==> config.mk <==
export PLATFORM = sky130hd
export DESIGN_NAME = lc3_core
export DESIGN_NICKNAME = d
export VERILOG_FILES = /design/src/rtl/lc3_core.sv
export SDC_FILE = /design/constraint.sdc
export NUM_CORES = 1
export LEC_CHECK = 0
export ABC_AREA = 1
export BUFFER_PORTS_ARGS = -buffer_cell sky130_fd_sc_hd__buf_2
export CAP_MARGIN = 20
export CORE_MARGIN = 2
export CORE_UTILIZATION = 50
export DETAILED_ROUTE_END_ITERATION = 16
export PLACE_DENSITY = 0.75
export SETUP_SLACK_MARGIN = 0.4
export SLEW_MARGIN = 20
export SYNTH_ARGS = -nofsm -noshare
export SYNTH_HDL_FRONTEND = slang
export SYNTH_SLANG_ARGS = --single-unit
==> constraint.sdc <==
create_clock -name clk -period 4 [get_ports clk]
set_input_delay 0.8 -clock clk [delete_from_list [all_inputs] [get_ports clk]]
set_output_delay 0.8 -clock clk [all_outputs]
set_load 0.02 [all_outputs]
==> src/rtl/lc3_core.sv <==
module lc3_core #(
  parameter logic [15:0] RESET_PC = 16'h3000
) (
  input  logic        clk,
  input  logic        rst_n,
  output logic        mem_req,
  output logic        mem_we,
  output logic [15:0] mem_addr,
  output logic [15:0] mem_wdata,
  input  logic [15:0] mem_rdata,
  input  logic        mem_valid,
  output logic        trap_req,
  output logic [7:0]  trap_vec,
  output logic [15:0] trap_r0,
  input  logic        trap_ack,
  input  logic [15:0] trap_r0_new,
  output logic        halted,
  output logic        error
);
  typedef enum logic [2:0] {S_FETCH, S_EXEC, S_PTR, S_MEM, S_TRAP, S_HALT, S_ERR} state_t;

  localparam logic [3:0] OP_BR = 4'd0, OP_ADD = 4'd1, OP_LD = 4'd2, OP_ST = 4'd3;
  localparam logic [3:0] OP_JSR = 4'd4, OP_AND = 4'd5, OP_LDR = 4'd6, OP_STR = 4'd7;
  localparam logic [3:0] OP_NOT = 4'd9, OP_LDI = 4'd10, OP_STI = 4'd11, OP_JMP = 4'd12;
  localparam logic [3:0] OP_LEA = 4'd14, OP_TRAP = 4'd15;

  state_t      state;
  logic [15:0] pc, ir, addr_q;
  logic [2:0]  cc;
  logic [15:0] rf [8];

  logic [3:0]  op;
  logic [2:0]  rd, rs;
  logic [15:0] off6, off9, off11, opnd_b, pc_rel, alu;
  logic        is_load, is_store, fetching;

  assign op     = ir[15:12];
  assign rd     = ir[11:9];
  assign rs     = ir[8:6];
  assign off6   = {{10{ir[5]}}, ir[5:0]};
  assign off9   = {{7{ir[8]}}, ir[8:0]};
  assign off11  = {{5{ir[10]}}, ir[10:0]};
  assign opnd_b = ir[5] ? {{11{ir[4]}}, ir[4:0]} : rf[ir[2:0]];
  assign pc_rel = pc + off9;

  always_comb begin
    case (op)
      OP_ADD:  alu = rf[rs] + opnd_b;
      OP_AND:  alu = rf[rs] & opnd_b;
      OP_NOT:  alu = ~rf[rs];
      default: alu = pc_rel;
    endcase
  end

  function automatic logic [2:0] flags(input logic [15:0] v);
    if (v == 16'd0) return 3'b010;
    return v[15] ? 3'b100 : 3'b001;
  endfunction

  assign is_load  = (op == OP_LD) || (op == OP_LDR) || (op == OP_LDI);
  assign is_store = (op == OP_ST) || (op == OP_STR) || (op == OP_STI);
  assign fetching = (state == S_FETCH);

  assign mem_req   = fetching || (state == S_PTR) || (state == S_MEM);
  assign mem_addr  = fetching ? pc : addr_q;
  assign mem_we    = (state == S_MEM) && is_store;
  assign mem_wdata = rf[rd];
  assign trap_req  = (state == S_TRAP);
  assign trap_vec  = ir[7:0];
  assign trap_r0   = rf[0];
  assign halted    = (state == S_HALT);
  assign error     = (state == S_ERR);

  always_ff @(posedge clk or negedge rst_n) begin
    if (!rst_n) begin
      state  <= S_FETCH;
      pc     <= RESET_PC;
      ir     <= '0;
      addr_q <= '0;
      cc     <= 3'b010;
      for (int i = 0; i < 8; i++) rf[i] <= '0;
    end else begin
      case (state)
        S_FETCH: if (mem_valid) begin
          ir    <= mem_rdata;
          pc    <= pc + 16'd1;
          state <= S_EXEC;
        end
        S_EXEC: begin
          state <= S_FETCH;
          case (op)
            OP_BR: if (|(rd & cc)) pc <= pc_rel;
            OP_ADD, OP_AND, OP_NOT, OP_LEA: begin
              rf[rd] <= alu;
              cc     <= flags(alu);
            end
            OP_LD, OP_ST: begin
              addr_q <= pc_rel;
              state  <= S_MEM;
            end
            OP_LDR, OP_STR: begin
              addr_q <= rf[rs] + off6;
              state  <= S_MEM;
            end
            OP_LDI, OP_STI: begin
              addr_q <= pc_rel;
              state  <= S_PTR;
            end
            OP_JSR: begin
              rf[7] <= pc;
              pc    <= ir[11] ? pc + off11 : rf[rs];
            end
            OP_JMP: pc <= rf[rs];
            OP_TRAP: begin
              if (ir[7:0] == 8'h25)         state <= S_HALT;
              else if (ir[7:2] == 6'b001000) state <= S_TRAP;
              else                           state <= S_ERR;
            end
            default: state <= S_ERR;
          endcase
        end
        S_PTR: if (mem_valid) begin
          addr_q <= mem_rdata;
          state  <= S_MEM;
        end
        S_MEM: if (mem_valid) begin
          if (is_load) begin
            rf[rd] <= mem_rdata;
            cc     <= flags(mem_rdata);
          end
          state <= S_FETCH;
        end
        S_TRAP: if (trap_ack) begin
          rf[0] <= trap_r0_new;
          state <= S_FETCH;
        end
        default: state <= state;
      endcase
    end
  end
endmodule

* After elaboration in Yosys (flattened, before gate mapping) *
Cells that the tools add are included.

operators by class
  $add $sub $neg = 5
  magnitude comparators = 4
  equality and inequality tests = 31
  muxes and demuxes = 56
  bitwise gates (word level) = 6
  reductions and logical operators = 31

operators with widths
  cell                     count
  $bwmux W128              2
  $mux W128                2
  $mux W16                 14
  $pmux W112 S2            1
  $bmux W16 S3             3
  $pmux W16 S3             3
  $pmux W16 S2             4
  $mux W112                1
  $add A16 B16 Y16         4
  $demux W16 S3            1
  $mux W3                  13
  $logic_not A16 Y1        2
  $eq A4 B4 Y1 const B     6
  $add A16 B1 Y16 const B  1
  $and A16 B16 Y16         1
  $eq A4 B3 Y1 const B     4
  $not A16 Y16             1
  $pmux W3 S5              1
  $ge A4 B4 Y1 const B     3
  $not A3 Y4               3
  $pmux W3 S4              1
  $reduce_and A4 Y1        3
  $reduce_or A4 Y1         3
  $reduce_and A5 Y1        2
  other kinds (30)         54

word-level totals
  register bits = 182
  input port bits = 36
  output and inout port bits = 61

* Depth between registers and ports, before layout *
  depth in word-level cells = 14
  mapped depth = 25

* Worst setup path before layout *
OpenSTA, ideal clock, no wires.

  kind = reg2reg
  from = register ir[5]
  to = register cc[0]
  setup time = 0.121 ns
  arrival time = 2.985 ns
  setup slack = 0.894 ns
  stages on the path, launching flop included = 22
  buffers on the path = 1
  cell sequence = dfrtp_1 clkbuf_1 nor2_1 inv_1 a21oi_1 o21ai_0 nand2_1 o21ai_0 ha_1 fa_1 nand3_1 nand3_1 nand2_1 nand3b_1 nand3_1 nand3b_1 nand2_1 nand2_1 nor2_1 nand3_1 nand2_1 a21oi_1

on the way
  longest elaborated chain between the ends = 10
  elaborated cells between the ends (all ways) = 13
  classes of those cells = 2 x add/sub; 9 x mux; 1 x bitwise; 1 x reduce/logical

ends and longest elaborated chain
  item                                                         RTL line  source
  start, declared                                              28        logic [15:0] pc, ir, addr_q;
  start signal, assigned                                       85        ir <= mem_rdata;
  $mux W16                                                     43        assign opnd_b = ir[5] ? {{11{ir[4]}}, ir[4:0]} : rf[ir[2:0]];
  $add A16 B16 Y16 / $and A16 B16 Y16 (equally long branches)  48, 49
  $pmux W16 S3 (*)                                             47        case (op)
  $logic_not A16 Y1                                            56        if (v == 16'd0) return 3'b010;
  $mux W1                                                      56
  $mux W1                                                      91        case (op)
  $mux W1                                                      83        case (state)
  $mux W3 (*)                                                  57        return v[15] ? 3'b100 : 3'b001;
  $mux W3 (*)                                                  91
  $pmux W3 S2 (*)                                              83
  end signal, assigned                                         95        cc <= flags(alu);
  end signal, assigned                                         129       cc <= flags(mem_rdata);
  end, declared                                                29        logic [2:0] cc;

Every way passes the cells marked *; elsewhere a longest branch is shown, timed or not. The select of a mux whose other input is x is not followed.
A chain may end at the register's enable or synchronous reset.

* Final worst setup path *
  from = register ir[11]
  to = output mem_wdata[13]

on the way
  longest elaborated chain between the ends = 4

ends and longest elaborated chain
  item                                         RTL line  source
  $not A3 Y4 (implied by the code)             67        assign mem_wdata = rf[rd];
  $bmux W16 S3                                 67
  $mux W16 (implied by the code) (2 in a row)  67
  end, declared                                9         output logic [15:0] mem_wdata,

No other way between the ends. The select of a mux whose other input is x is not followed.

==> impl_metrics.py <==
metrics = {
    "timing": {
        "fin_crit_ns": 3.55,
        "fin_worst_skew_ns": 0.0145,
        "maxSlewHeadroom_pct": 34.2,
        "final_max_slew_viol_count": 0,
        "setup_slack_ns": 0.447,
        "rsz0062_at_grt": "false",
        "finalSetupViolations": 0,
        "worst_pin_slew_ns": 0.985,
        "fin_crit_sh_pct": 88.8,
        "hold_violations": 0,
        "fmax_mhz": 281,
    },
    "clocking": {
        "cts_tree": "done",
        "h-tree-depth": 4,
        "cts_buffers": 17,
        "clk_pin_slew_ns": 0.07,
        "worst_skew_pair.late_latency_ns": 0.46,
        "cts.sinks": 182,
        "cts_buffer_depth": 2,
        "cts-root-buf": "clkbuf_16",
    },
    "worst_setup_path": {
        "r2r-end": "cc[1]",
        "cp-startpoint": "ir[11]",
        "cp.arrival_ns": 2.75,
        "crit_end": "mem_wdata[13]",
        "path_class": "reg -> out",
        "worst-path-stages": 8,
        "rr_worst_depth": 24,
        "start_kind": "register",
        "crit_path_frequent_cell": "inv_2",
        "worst_ep_required_time_ns": 3.20,
        "crit_family": "buffers and inverters",
        "slowest_delay_ns": 0.53,
        "crit_chain": "inv_2, nor3_1, buf_4, inv_2, o22ai_1, a221oi_1, o2111ai_1, buf_2",
        "endpoint_kind": "primary output",
        "r2r_slack_ns": 0.45,
        "cp_slowest_cell": "dfrtp_1",
        "path_buf_inv": 4,
        "path_max_fanout": 12,
        "worstReg2RegStart": "ir[0]",
    },
    "finish": {
        "instances_no_fill": 2961,
        "fill_cells": 3095,
        "final_common_cell": "nand2_1",
        "final_cell_mix": "592 x nand2_1, 306 x o21ai_0, 296 x inv_1",
        "final_util_pct": 57.8,
        "finalNetCount": 2638,
        "area.sequential_um2": 4560,
        "layout-drive-gt1-share_pct": 15.3,
        "syn_to_final_growth_pct": 14.3,
        "multiInputGateArea_um2": 9820,
    },
    "synthesis": {
        "synth_edf_count": 0,
        "async_reset_ff_share_pct": 100,
        "yosys_register_bits": 182,
        "synthCells": 2470,
        "avgSynthCellArea_um2": 6.43,
        "yosys_warnings": 0,
        "synth_nets": 2562,
        "synth_seq_area_share_pct": 28.7,
        "synth_cell_types": 60,
        "synthFlopType": "dfrtp_1",
        "synth_area_um2": 15900,
    },
    "outcome": {
        "status": "finished, final reports clean",
    },
    "placed_design": {
        "place_congestion": 1.06,
        "dpl_worst_slack_ns": -0.0757,
        "dp_hpwl_mm": 54.4,
        "dp_cells": 2908,
        "port_buffers": 96,
    },
    "floorplan": {
        "dieArea_um2": 33200,
        "core_area_um2": 31400,
        "die-height_um": 182,
        "rows": 65,
        "ios": 97,
        "initial_core_util_pct": 50.6,
        "die_w_um": 182,
    },
    "global_routing": {
        "grt_max_degree": 100,
        "grt_pass1_vias": 17500,
        "grt_overflow": 0,
        "grtUsageTotal_pct": 43.8,
        "grt_pass1_wl_mm": 109,
        "antenna_found_initial": 3,
    },
    "drt": {
        "vias_per_cell": 6.39,
        "wl_mm": 73.6,
        "drt_iter0_markers": 2682,
        "detail_route.wl_per_cell_um": 24.9,
        "ant_nets": 0,
        "first_pass_iters": 6,
        "vias": 18900,
        "drc": 0,
    },
    "hold_path": {
        "hold_class": "in -> async",
    },
    "pwr": {
        "worst_ir_drop_vdd_uv": 257,
        "cellLeakagePower_uw": 0.00882,
        "power_density_nw_per_um2": 206,
    },
    "run": {
        "cap_viol_max_count": 0,
    },
}
-- metal layers --
metal  share of wire (%)  wire (um)  GRT usage, %  vias to the layer above
met4                 7.8       5710          27.6                        4
met5               0.041         30             0                        -
met2                  42      31000          66.0                     1388
met1                  36      26700          55.2                     8758
met3                  14      10100          12.6                      343
li1                    -          -             -                     8437
-- where the power goes --
group          switching, uW  internal [uW]
Combinational           83.4           20.4
Clock                    775           1010
Sequential             0.693           1840
Total                    859           2870
-- area by class of cell --
type                       instances  share of cell area, %
antenna                            2                 0.0276
timing repair buffer             199                   7.75
inverter                         331                   6.94
tap                              402                   2.77
clock buffer                      23                   2.58
sequential                       182                   25.2
clock inverter                     7                  0.676
multi-input combinational       1815                   54.1
-- sequential cells by signal (all words and copies together), names as in the netlist --
signal and flops:
rf 112, addr_q 16, ir 16, pc 16
trap_r0 16, cc 3, state 3
-- metrics by stage --
| stage | power, uW | setup TNS (ns) | cell area, um^2 | hold WS [ns] |
|---|---|---|---|---|
| after floorplan | 1890 | 0 | 15900 | 0.447 |
| after global routing | 3800 | 0 | 18100 | 0.481 |
| final | 3730 | 0 | 18100 | 0.414 |
| after detailed placement | 1980 | -0.393 | 16900 | 0.473 |
| after global placement | 1980 | -0.262 | 16900 | 0.462 |
| after CTS | 3730 | 0 | 17600 | 0.469 |
-- worst reg2reg max path, stage by stage (launching register included) --
cell,delay (ns)
dfrtp_2,0.44
clkinvlp_4,0.18
buf_6,0.17
nor2_1,0.08
o22ai_1,0.09
nand2_1,0.08
o211ai_1,0.39
ha_4,0.48
buf_4,0.11
nand2_1,0.08
nand2_1,0.09
nand2_1,0.09
nand3_2,0.11
nand2_1,0.06
nand3_1,0.07
nand3b_1,0.16
nand2_2,0.16
nand2_1,0.06
inv_1,0.05
nand2_1,0.08
nor2_1,0.13
nand3_2,0.12
nand2_1,0.08
nand2_1,0.05
nand2_1,0.06
-- repair_timing --
action / in CTS / in global routing
setup buffers: 4 / 15
setup endpoints to repair: 91 / 99
cloned: 1 / 1
hold buffers: 0 / 0
resized for setup: 21 / 98
pin swaps: 1 / 10
-- worst min-delay path by stage --
stage           from  depth (start not counted)  endpoint
3_3_place_gp   cc[1]                          2     cc[1]
5_1_grt        rst_n                          1    rf[35]
2_1_floorplan  cc[1]                          2     cc[1]
4_1_cts        rst_n                          1    rf[35]
6_report       rst_n                          1    rf[35]
3_5_place_dp   cc[1]                          2     cc[1]
-- cell usage after synthesis, drive strengths merged, types with 9 or more instances --
cell | number | area share [%]
a22oi | 13 | 0.61
dfrtp | 179 | 28
nand2 | 628 | 15
o211ai | 41 | 1.9
o22ai | 44 | 1.7
o21ai | 343 | 11
buf | 81 | 3.1
nand3b | 9 | 0.43
nand4 | 17 | 0.67
a221oi | 19 | 1.0
xor2 | 12 | 0.66
a41oi | 16 | 0.88
a21oi | 165 | 5.3
nor3 | 27 | 1.0
clkbuf | 61 | 1.4
inv | 330 | 7.8
nand3 | 204 | 6.4
ha | 53 | 4.2
nor2 | 149 | 4.2
-- cells by family after synthesis --
family / count (synthesis) / synth area share [%]
fa+ha+maj: 56 / 4.56
flops: 182 / 28.7
xor+xnor: 19 / 1.05
simple gates: 1051 / 28.3
buf+inv: 473 / 12.4
compound gates: 689 / 24.9
Note: power is estimated with default switching activity, not from simulation.
